==> src/rtl/sinc5_pkg.sv <==
package sinc5_pkg;

   localparam int unsigned DEF_DIV   = 6;
   localparam int unsigned DEF_OSR   = 64;
   localparam int unsigned DEF_ORDER = 5;
   localparam int unsigned DEF_OUT_W = 24;

   // Wrap-around width: growth of ORDER stages of OSR plus sign and one
   // extra bit so that the exact full-scale value +OSR^ORDER is representable.
   function automatic int unsigned acc_width(input int unsigned order,
                                             input int unsigned osr);
      return order * $clog2(osr) + 2;
   endfunction

endpackage

==> src/rtl/sinc_rate_gen.sv <==
module sinc_rate_gen #(
   parameter int unsigned DIV = 6
) (
   input  logic clk,
   input  logic rst,
   output logic tick_o
);
   localparam int unsigned CW = (DIV > 1) ? $clog2(DIV) : 1;
   localparam logic [CW-1:0] LAST = CW'(DIV - 1);

   logic [CW-1:0] cnt;

   always_ff @(posedge clk) begin
      if (rst) begin
         cnt    <= '0;
         tick_o <= 1'b0;
      end else begin
         tick_o <= (cnt == LAST);
         cnt    <= (cnt == LAST) ? '0 : cnt + 1'b1;
      end
   end

   // checker counter: clocks since the previous tick
   int  gap;
   logic seen;
   always_ff @(posedge clk) begin
      if (rst) begin
         gap  <= 0;
         seen <= 1'b0;
      end else if (tick_o) begin
         gap  <= 1;
         seen <= 1'b1;
      end else begin
         gap  <= gap + 1;
      end
   end

   a_r1_tick_period : assert property (@(posedge clk) disable iff (rst)
      (tick_o && seen) |-> (gap == int'(DIV)));

   a_r1_tick_single : assert property (@(posedge clk) disable iff (rst)
      tick_o |=> !tick_o);

endmodule

==> src/rtl/sinc_integ_chain.sv <==
module sinc_integ_chain #(
   parameter int unsigned ORDER = 5,
   parameter int unsigned ACC_W = 32
) (
   input  logic                    clk,
   input  logic                    rst,
   input  logic                    tick_i,
   input  logic                    bit_i,
   output logic signed [ACC_W-1:0] sum_o
);
   logic signed [ACC_W-1:0] acc [ORDER];
   logic signed [ACC_W-1:0] step;

   assign step = bit_i ? ACC_W'(1) : {ACC_W{1'b1}};

   always_ff @(posedge clk) begin
      if (rst) begin
         for (int k = 0; k < ORDER; k++) acc[k] <= '0;
      end else if (tick_i) begin
         acc[0] <= acc[0] + step;
         for (int k = 1; k < ORDER; k++) acc[k] <= acc[k] + acc[k-1];
      end
   end

   assign sum_o = acc[ORDER-1];

   // sums only move on modulator-rate cycles
   a_r3_integ_idle : assert property (@(posedge clk) disable iff (rst)
      !tick_i |=> $stable(sum_o));

endmodule

==> src/rtl/sinc_comb_seq.sv <==
module sinc_comb_seq #(
   parameter int unsigned ORDER = 5,
   parameter int unsigned OSR   = 64,
   parameter int unsigned ACC_W = 32
) (
   input  logic                    clk,
   input  logic                    rst,
   input  logic                    tick_i,
   input  logic signed [ACC_W-1:0] sum_i,
   output logic signed [ACC_W-1:0] res_o,
   output logic                    res_vld_o
);
   localparam int unsigned LW = $clog2(OSR);
   localparam int unsigned IW = $clog2(ORDER);
   localparam logic [LW-1:0] CNT_LAST = LW'(OSR - 1);
   localparam logic [IW-1:0] IDX_LAST = IW'(ORDER - 1);

   logic [LW-1:0]           phase;
   logic                    cap_pend;
   logic                    busy;
   logic [IW-1:0]           idx;
   logic signed [ACC_W-1:0] val;
   logic signed [ACC_W-1:0] prev [ORDER];

   always_ff @(posedge clk) begin
      if (rst) begin
         phase     <= '0;
         cap_pend  <= 1'b0;
         busy      <= 1'b0;
         idx       <= '0;
         val       <= '0;
         res_vld_o <= 1'b0;
         for (int k = 0; k < ORDER; k++) prev[k] <= '0;
      end else begin
         res_vld_o <= 1'b0;
         cap_pend  <= 1'b0;
         if (tick_i) begin
            phase <= phase + 1'b1;
            if (phase == CNT_LAST) cap_pend <= 1'b1;
         end
         if (cap_pend) begin
            val  <= sum_i;
            busy <= 1'b1;
            idx  <= '0;
         end else if (busy) begin
            val       <= val - prev[idx];
            prev[idx] <= val;
            if (idx == IDX_LAST) begin
               busy      <= 1'b0;
               res_vld_o <= 1'b1;
            end else begin
               idx <= idx + 1'b1;
            end
         end
      end
   end

   assign res_o = val;

   // a new capture never lands while the difference pass is running
   a_r2_cap_idle : assert property (@(posedge clk) disable iff (rst)
      cap_pend |-> !busy);

   a_r2_result_pulse : assert property (@(posedge clk) disable iff (rst)
      res_vld_o |=> !res_vld_o);

endmodule

==> src/rtl/sinc_out_stage.sv <==
module sinc_out_stage #(
   parameter int unsigned ORDER = 5,
   parameter int unsigned ACC_W = 32,
   parameter int unsigned OUT_W = 24,
   parameter int unsigned SHIFT = 7
) (
   input  logic                    clk,
   input  logic                    rst,
   input  logic signed [ACC_W-1:0] res_i,
   input  logic                    res_vld_i,
   output logic [OUT_W-1:0]        dout_o,
   output logic                    strobe_o,
   output logic                    settled_o
);
   localparam int unsigned SCW = $clog2(ORDER);
   localparam logic [SCW-1:0] SC_LAST = SCW'(ORDER - 1);
   localparam logic signed [ACC_W-1:0] POS_MAX = ACC_W'((64'd1 << (OUT_W - 1)) - 64'd1);
   localparam logic signed [ACC_W-1:0] NEG_MIN = ~POS_MAX;

   logic signed [ACC_W-1:0] scaled;
   logic [OUT_W-1:0]        clamped;
   logic [SCW-1:0]          scnt;

   if (SHIFT == 0) begin : g_noshift
      assign scaled = res_i;
   end else begin : g_shift
      assign scaled = res_i >>> SHIFT;
   end

   always_comb begin
      if (scaled > POS_MAX)      clamped = POS_MAX[OUT_W-1:0];
      else if (scaled < NEG_MIN) clamped = NEG_MIN[OUT_W-1:0];
      else                       clamped = scaled[OUT_W-1:0];
   end

   always_ff @(posedge clk) begin
      if (rst) begin
         dout_o    <= '0;
         strobe_o  <= 1'b0;
         settled_o <= 1'b0;
         scnt      <= '0;
      end else begin
         strobe_o <= res_vld_i;
         if (res_vld_i) begin
            dout_o <= clamped;
            if (scnt == SC_LAST) settled_o <= 1'b1;
            else                 scnt      <= scnt + 1'b1;
         end
      end
   end

   a_r2_strobe_pulse : assert property (@(posedge clk) disable iff (rst)
      strobe_o |=> !strobe_o);

   a_r7_settled_hold : assert property (@(posedge clk) disable iff (rst)
      settled_o |=> settled_o);

   a_r7_rise_on_strobe : assert property (@(posedge clk) disable iff (rst)
      $rose(settled_o) |-> strobe_o);

   a_r9_dout_hold : assert property (@(posedge clk) disable iff (rst)
      !res_vld_i |=> $stable(dout_o));

endmodule

==> src/rtl/sinc5_decim.sv <==
module sinc5_decim
   import sinc5_pkg::*;
#(
   parameter int unsigned DIV   = DEF_DIV,
   parameter int unsigned OSR   = DEF_OSR,
   parameter int unsigned ORDER = DEF_ORDER,
   parameter int unsigned OUT_W = DEF_OUT_W
) (
   input  logic             clk,
   input  logic             rst,
   input  logic             mod_bit,
   output logic             sample_en,
   output logic [OUT_W-1:0] dout,
   output logic             out_strobe,
   output logic             settled
);
   localparam int unsigned LOG2OSR = $clog2(OSR);
   localparam int unsigned ACC_W   = acc_width(ORDER, OSR);
   localparam int unsigned SHIFT   = ORDER * LOG2OSR - (OUT_W - 1);

   if (OSR != (1 << LOG2OSR) || OSR < 2) begin : g_bad_osr
      $error("OSR must be a power of two of at least 2");
   end
   if (ORDER < 2) begin : g_bad_order
      $error("ORDER must be at least 2");
   end
   if (DIV < 2) begin : g_bad_div
      $error("DIV must be at least 2");
   end
   if (ORDER * LOG2OSR < OUT_W - 1) begin : g_bad_width
      $error("OUT_W exceeds filter growth");
   end
   if (DIV * OSR <= ORDER + 2) begin : g_bad_rate
      $error("difference pass does not fit in one word period");
   end

   logic                    tick;
   logic signed [ACC_W-1:0] sum;
   logic signed [ACC_W-1:0] res;
   logic                    res_vld;

   sinc_rate_gen #(.DIV(DIV)) u_rate (
      .clk    (clk),
      .rst    (rst),
      .tick_o (tick)
   );

   sinc_integ_chain #(.ORDER(ORDER), .ACC_W(ACC_W)) u_integ (
      .clk    (clk),
      .rst    (rst),
      .tick_i (tick),
      .bit_i  (mod_bit),
      .sum_o  (sum)
   );

   sinc_comb_seq #(.ORDER(ORDER), .OSR(OSR), .ACC_W(ACC_W)) u_comb (
      .clk       (clk),
      .rst       (rst),
      .tick_i    (tick),
      .sum_i     (sum),
      .res_o     (res),
      .res_vld_o (res_vld)
   );

   sinc_out_stage #(.ORDER(ORDER), .ACC_W(ACC_W), .OUT_W(OUT_W), .SHIFT(SHIFT)) u_out (
      .clk       (clk),
      .rst       (rst),
      .res_i     (res),
      .res_vld_i (res_vld),
      .dout_o    (dout),
      .strobe_o  (out_strobe),
      .settled_o (settled)
   );

   assign sample_en = tick;

   // words never appear on a modulator-rate cycle
   a_r2_strobe_off_tick : assert property (@(posedge clk) disable iff (rst)
      out_strobe |-> !sample_en);

endmodule

==> config.mk <==
export PLATFORM = sky130hd
export DESIGN_NAME = sinc5_decim
export DESIGN_NICKNAME = d
export VERILOG_FILES = /design/src/rtl/sinc5_pkg.sv /design/src/rtl/sinc_rate_gen.sv /design/src/rtl/sinc_integ_chain.sv /design/src/rtl/sinc_comb_seq.sv /design/src/rtl/sinc_out_stage.sv /design/src/rtl/sinc5_decim.sv
export SDC_FILE = /design/constraint.sdc
export NUM_CORES = 1
export LEC_CHECK = 0
export ABC_CLOCK_PERIOD_IN_PS = 6400
export BUFFER_PORTS_ARGS = -buffer_cell sky130_fd_sc_hd__buf_2
export CAP_MARGIN = 20
export CORE_UTILIZATION = 58
export CTS_BUF_LIST = sky130_fd_sc_hd__clkbuf_16
export CTS_CLUSTER_DIAMETER = 200
export DETAILED_ROUTE_END_ITERATION = 8
export GPL_ROUTABILITY_DRIVEN = 0
export PLACE_DENSITY = 0.83
export SLEW_MARGIN = 30
export SYNTH_ARGS = -nofsm -noshare
export SYNTH_HDL_FRONTEND = slang
export SYNTH_SLANG_ARGS = --single-unit
==> constraint.sdc <==
create_clock -name clk -period 6.4 [get_ports clk]
set_clock_uncertainty 0.05 [all_clocks]
set_input_delay 0.32 -clock clk [delete_from_list [all_inputs] [get_ports clk]]
set_output_delay 0.32 -clock clk [all_outputs]
set_load 0.005 [all_outputs]
==> impl_metrics.py <==
metrics = {
    "status": {
        "outcome": "finished clean",
    },
    "cells_and_area": {
        "syn_to_final_growth_pct": 8.615,
        "fin_util_pct": 63.84,
        "n_antenna_cell": 0,
        "fillCellCount": 3566,
        "register_area_um2": 14100,
        "multiInputGateArea_um2": 14090,
        "nets": 2784,
        "drive_above_1_share_pct": 8.841,
    },
    "critical_path": {
        "crit_buf_inv": 1,
        "r2r-end": "u_comb.res_o[26]",
        "critPathMaxFanout": 42,
        "r2r_slack_ns": 1.57,
        "startpoint_type": "flop",
        "cpMostUsedCell": "a21oi_1",
        "cp_cell_sequence": "buf_4, mux4_2, mux2i_1, ha_1, a21oi_1, o221ai_1, a21oi_1, o22ai_1, a41oi_1, mux2_2, a211oi_1",
        "critPathKind": "flop to flop",
        "crit_end": "u_comb.res_o[26]",
        "cp.arrival_ns": 5.31,
        "r2r_cells": 11,
        "cp_slowest_stage_delay_ns": 0.78,
        "path_depth": 11,
        "slowest_stage": "buf_4",
        "path_delay_family": "compound AO/OA/AOI/OAI gates",
        "worstPathRequired_ns": 6.88,
        "cp-end-kind": "flop",
    },
    "pwr": {
        "total_leakage_power_nw": 12.09,
        "powerDensity_nw_per_um2": 231.0,
        "peakVddDrop_uv": 205.1,
    },
    "synthesis": {
        "synth_flop_cell": "edfxtp_1",
        "avgSynthCellArea_um2": 11.10,
        "synth_edf_count": 416,
        "yosys-top-cells-area": "edfxtp_1, ha_1, dfxtp_1",
        "yosysWarnings": 0,
        "ys_seq_area_share_pct": 48.99,
        "synth_top_cell_area_share_pct": 43.42,
        "synthCells": 2591,
        "async_flop_share_pct": 0,
        "syn_nets": 2794,
        "synth_commonest_cells": "edfxtp_1, nor2_1, ha_1",
        "ys_seq_elements": 496,
        "ys_types": 75,
        "synth_area_leader_cell": "edfxtp_1",
        "syn-cell-area_um2": 28770,
        "yosys.cell_count.top_type": "edfxtp_1",
    },
    "clock_network": {
        "cts_max_level": 2,
        "clkSinkCount": 496,
        "ctsRootBufferMaster": "clkbuf_16",
        "postCtsSetupRepairBufs": 0,
        "cts_tree": "yes",
        "hold_buffers": 0,
        "clk_pin_slew_ns": 0.06,
        "clk_latency_ns": 0.64,
        "post_cts_resize_count": 0,
        "clock_path_buffers": 3,
        "cts_buffers": 51,
    },
    "global_routing": {
        "grtUsageMet3_pct": 4.050,
        "track_usage_pct": 26.50,
        "grt_remaining_overflow": 0,
        "antenna_found_initial": 0,
        "grt_pass1_vias": 20690,
        "grtUsageMet1_pct": 32.40,
        "grt_use_met2_pct": 46.94,
        "gr-max-usage-layer": "met2",
        "grt_pass1_wl_um": 105700,
        "grt_max_degree": 97,
    },
    "flow_run": {
        "max_cap_violations": 0,
    },
    "floorplan": {
        "core_um2": 48950,
        "die_h_um": 224.7,
        "initial_core_util_pct": 58.77,
        "ioPinCount": 30,
        "die_area_um2": 50500,
        "rows": 81,
        "die_w_um": 224.7,
    },
    "route": {
        "via_per_inst": 6.348,
        "routed_wl_um": 66540,
        "drc": 0,
        "drt_iter0_drc": 1678,
        "wl_per_cell_um": 20.24,
        "ant_nets": 0,
        "first_pass_iters": 6,
        "vias": 20870,
    },
    "placed_design": {
        "place.detailed.hpwl_um": 42980,
        "portBuffers": 29,
    },
    "timing": {
        "finalSetupViolCount": 0,
        "post-route-period-util_pct": 75.47,
        "drv_slew": 0,
        "max_freq_mhz": 207.0,
        "hold_viol": 0,
        "rsz0062_at_grt": "false",
        "worst_slew_pin_slew_ns": 0.9369,
        "slew_headroom_pct": 37.31,
        "min_period_ns": 4.830,
        "tns_ns": 0,
    },
    "hold_path": {
        "hold_path.class": "input pin to flop",
    },
}
[cell usage in the layout, fill, tap and decap left out, types with 50 or more instances in the layout]
cell,instances
edfxtp_1,416
nor2_1,261
ha_1,194
a21oi_1,190
and2_1,158
nand2_1,146
o21ai_0,120
inv_1,86
xnor2_1,85
a21o_1,83
dfxtp_1,75
xor2_1,65
mux4_2,64
nor3_1,51
clkbuf_16,51
mux2i_1,50
[routing by layer]
metal | up-vias | wire, um
li1 | 9689 | -
met3 | 181 | 4932
met4 | 0 | 2286
met2 | 914 | 33210
met1 | 10090 | 26110
met5 | - | 0
[worst min-delay path by stage]
| stage | startpoint | to | slack, ns | cells after the start |
|---|---|---|---|---|
| 2_1_floorplan | u_rate.cnt[0] | u_rate.cnt[0] | 0.37 | 1 |
| 3_3_place_gp | u_rate.cnt[0] | u_rate.cnt[0] | 0.38 | 1 |
| 3_5_place_dp | u_comb.phase[5] | u_comb.cap_pend | 0.40 | 2 |
| 4_1_cts | mod_bit | u_integ.acc[0][31] | 0.14 | 4 |
| 5_1_grt | mod_bit | u_integ.acc[0][31] | 0.19 | 4 |
| 6_report | mod_bit | u_integ.acc[0][31] | 0.17 | 4 |
[stage by stage]
stage / hold slack, ns / instances / setup slack, ns / power (mW) / area, um^2
2_1_floorplan: 0.3714 / 2591 / 1.877 / 4.160 / 28770
3_3_place_gp: 0.3802 / 3192 / 1.761 / 4.266 / 29550
3_5_place_dp: 0.3970 / 3192 / 1.685 / 4.301 / 29560
4_1_cts: 0.1404 / 3288 / 1.638 / 7.233 / 31240
5_1_grt: 0.1869 / 3288 / 1.193 / 7.440 / 31250
6_report: 0.1669 / 3288 / 1.570 / 7.219 / 31250
[flip-flops by register name, summed over array words and instances, names as in the netlist, named ones only]
register and count:
u_comb.busy 1, u_comb.cap_pend 1, u_comb.res_o 32, u_comb.res_vld_o 1, u_rate.cnt 3, u_comb.phase 6
u_out.dout_o 24, u_out.settled_o 1, u_out.strobe_o 1, u_comb.prev 256, u_integ.acc 160, u_comb.idx 3
u_rate.tick_o 1, u_out.scnt 3
[worst min-delay path, delay by kind of cell]
family,cells,cell delay [ns]
simple gates,1,0.08
xor+xnor,2,0.21
buf+inv,1,0.10
[kinds of logic after synthesis]
| logic type | Yosys count | synth area share (%) |
|---|---|---|
| XOR/XNOR | 150 | 4.566 |
| AO/OA/AOI/OAI | 637 | 14.48 |
| flip-flops | 496 | 48.99 |
| buffers and inverters | 176 | 2.301 |
| adder cells (fa/ha/maj) | 200 | 8.855 |
| multiplexers | 116 | 6.828 |
| AND/OR/NAND/NOR | 816 | 13.99 |
[area by class of cell]
cell class                 count  area share, %
clock buffer                  51          4.084
sequential                   496          45.14
inverter                      63         0.7568
multi-input combinational   1919          45.09
clock inverter                45          1.297
timing repair buffer          50         0.9810
tap                          664          2.659
[where the power goes]
| group | internal [mW] | switching (mW) |
|---|---|---|
| Clock | 1.70 | 1.27 |
| Combinational | 0.259 | 0.384 |
| Sequential | 3.56 | 0.0477 |
(Power assumes the default switching activity.)
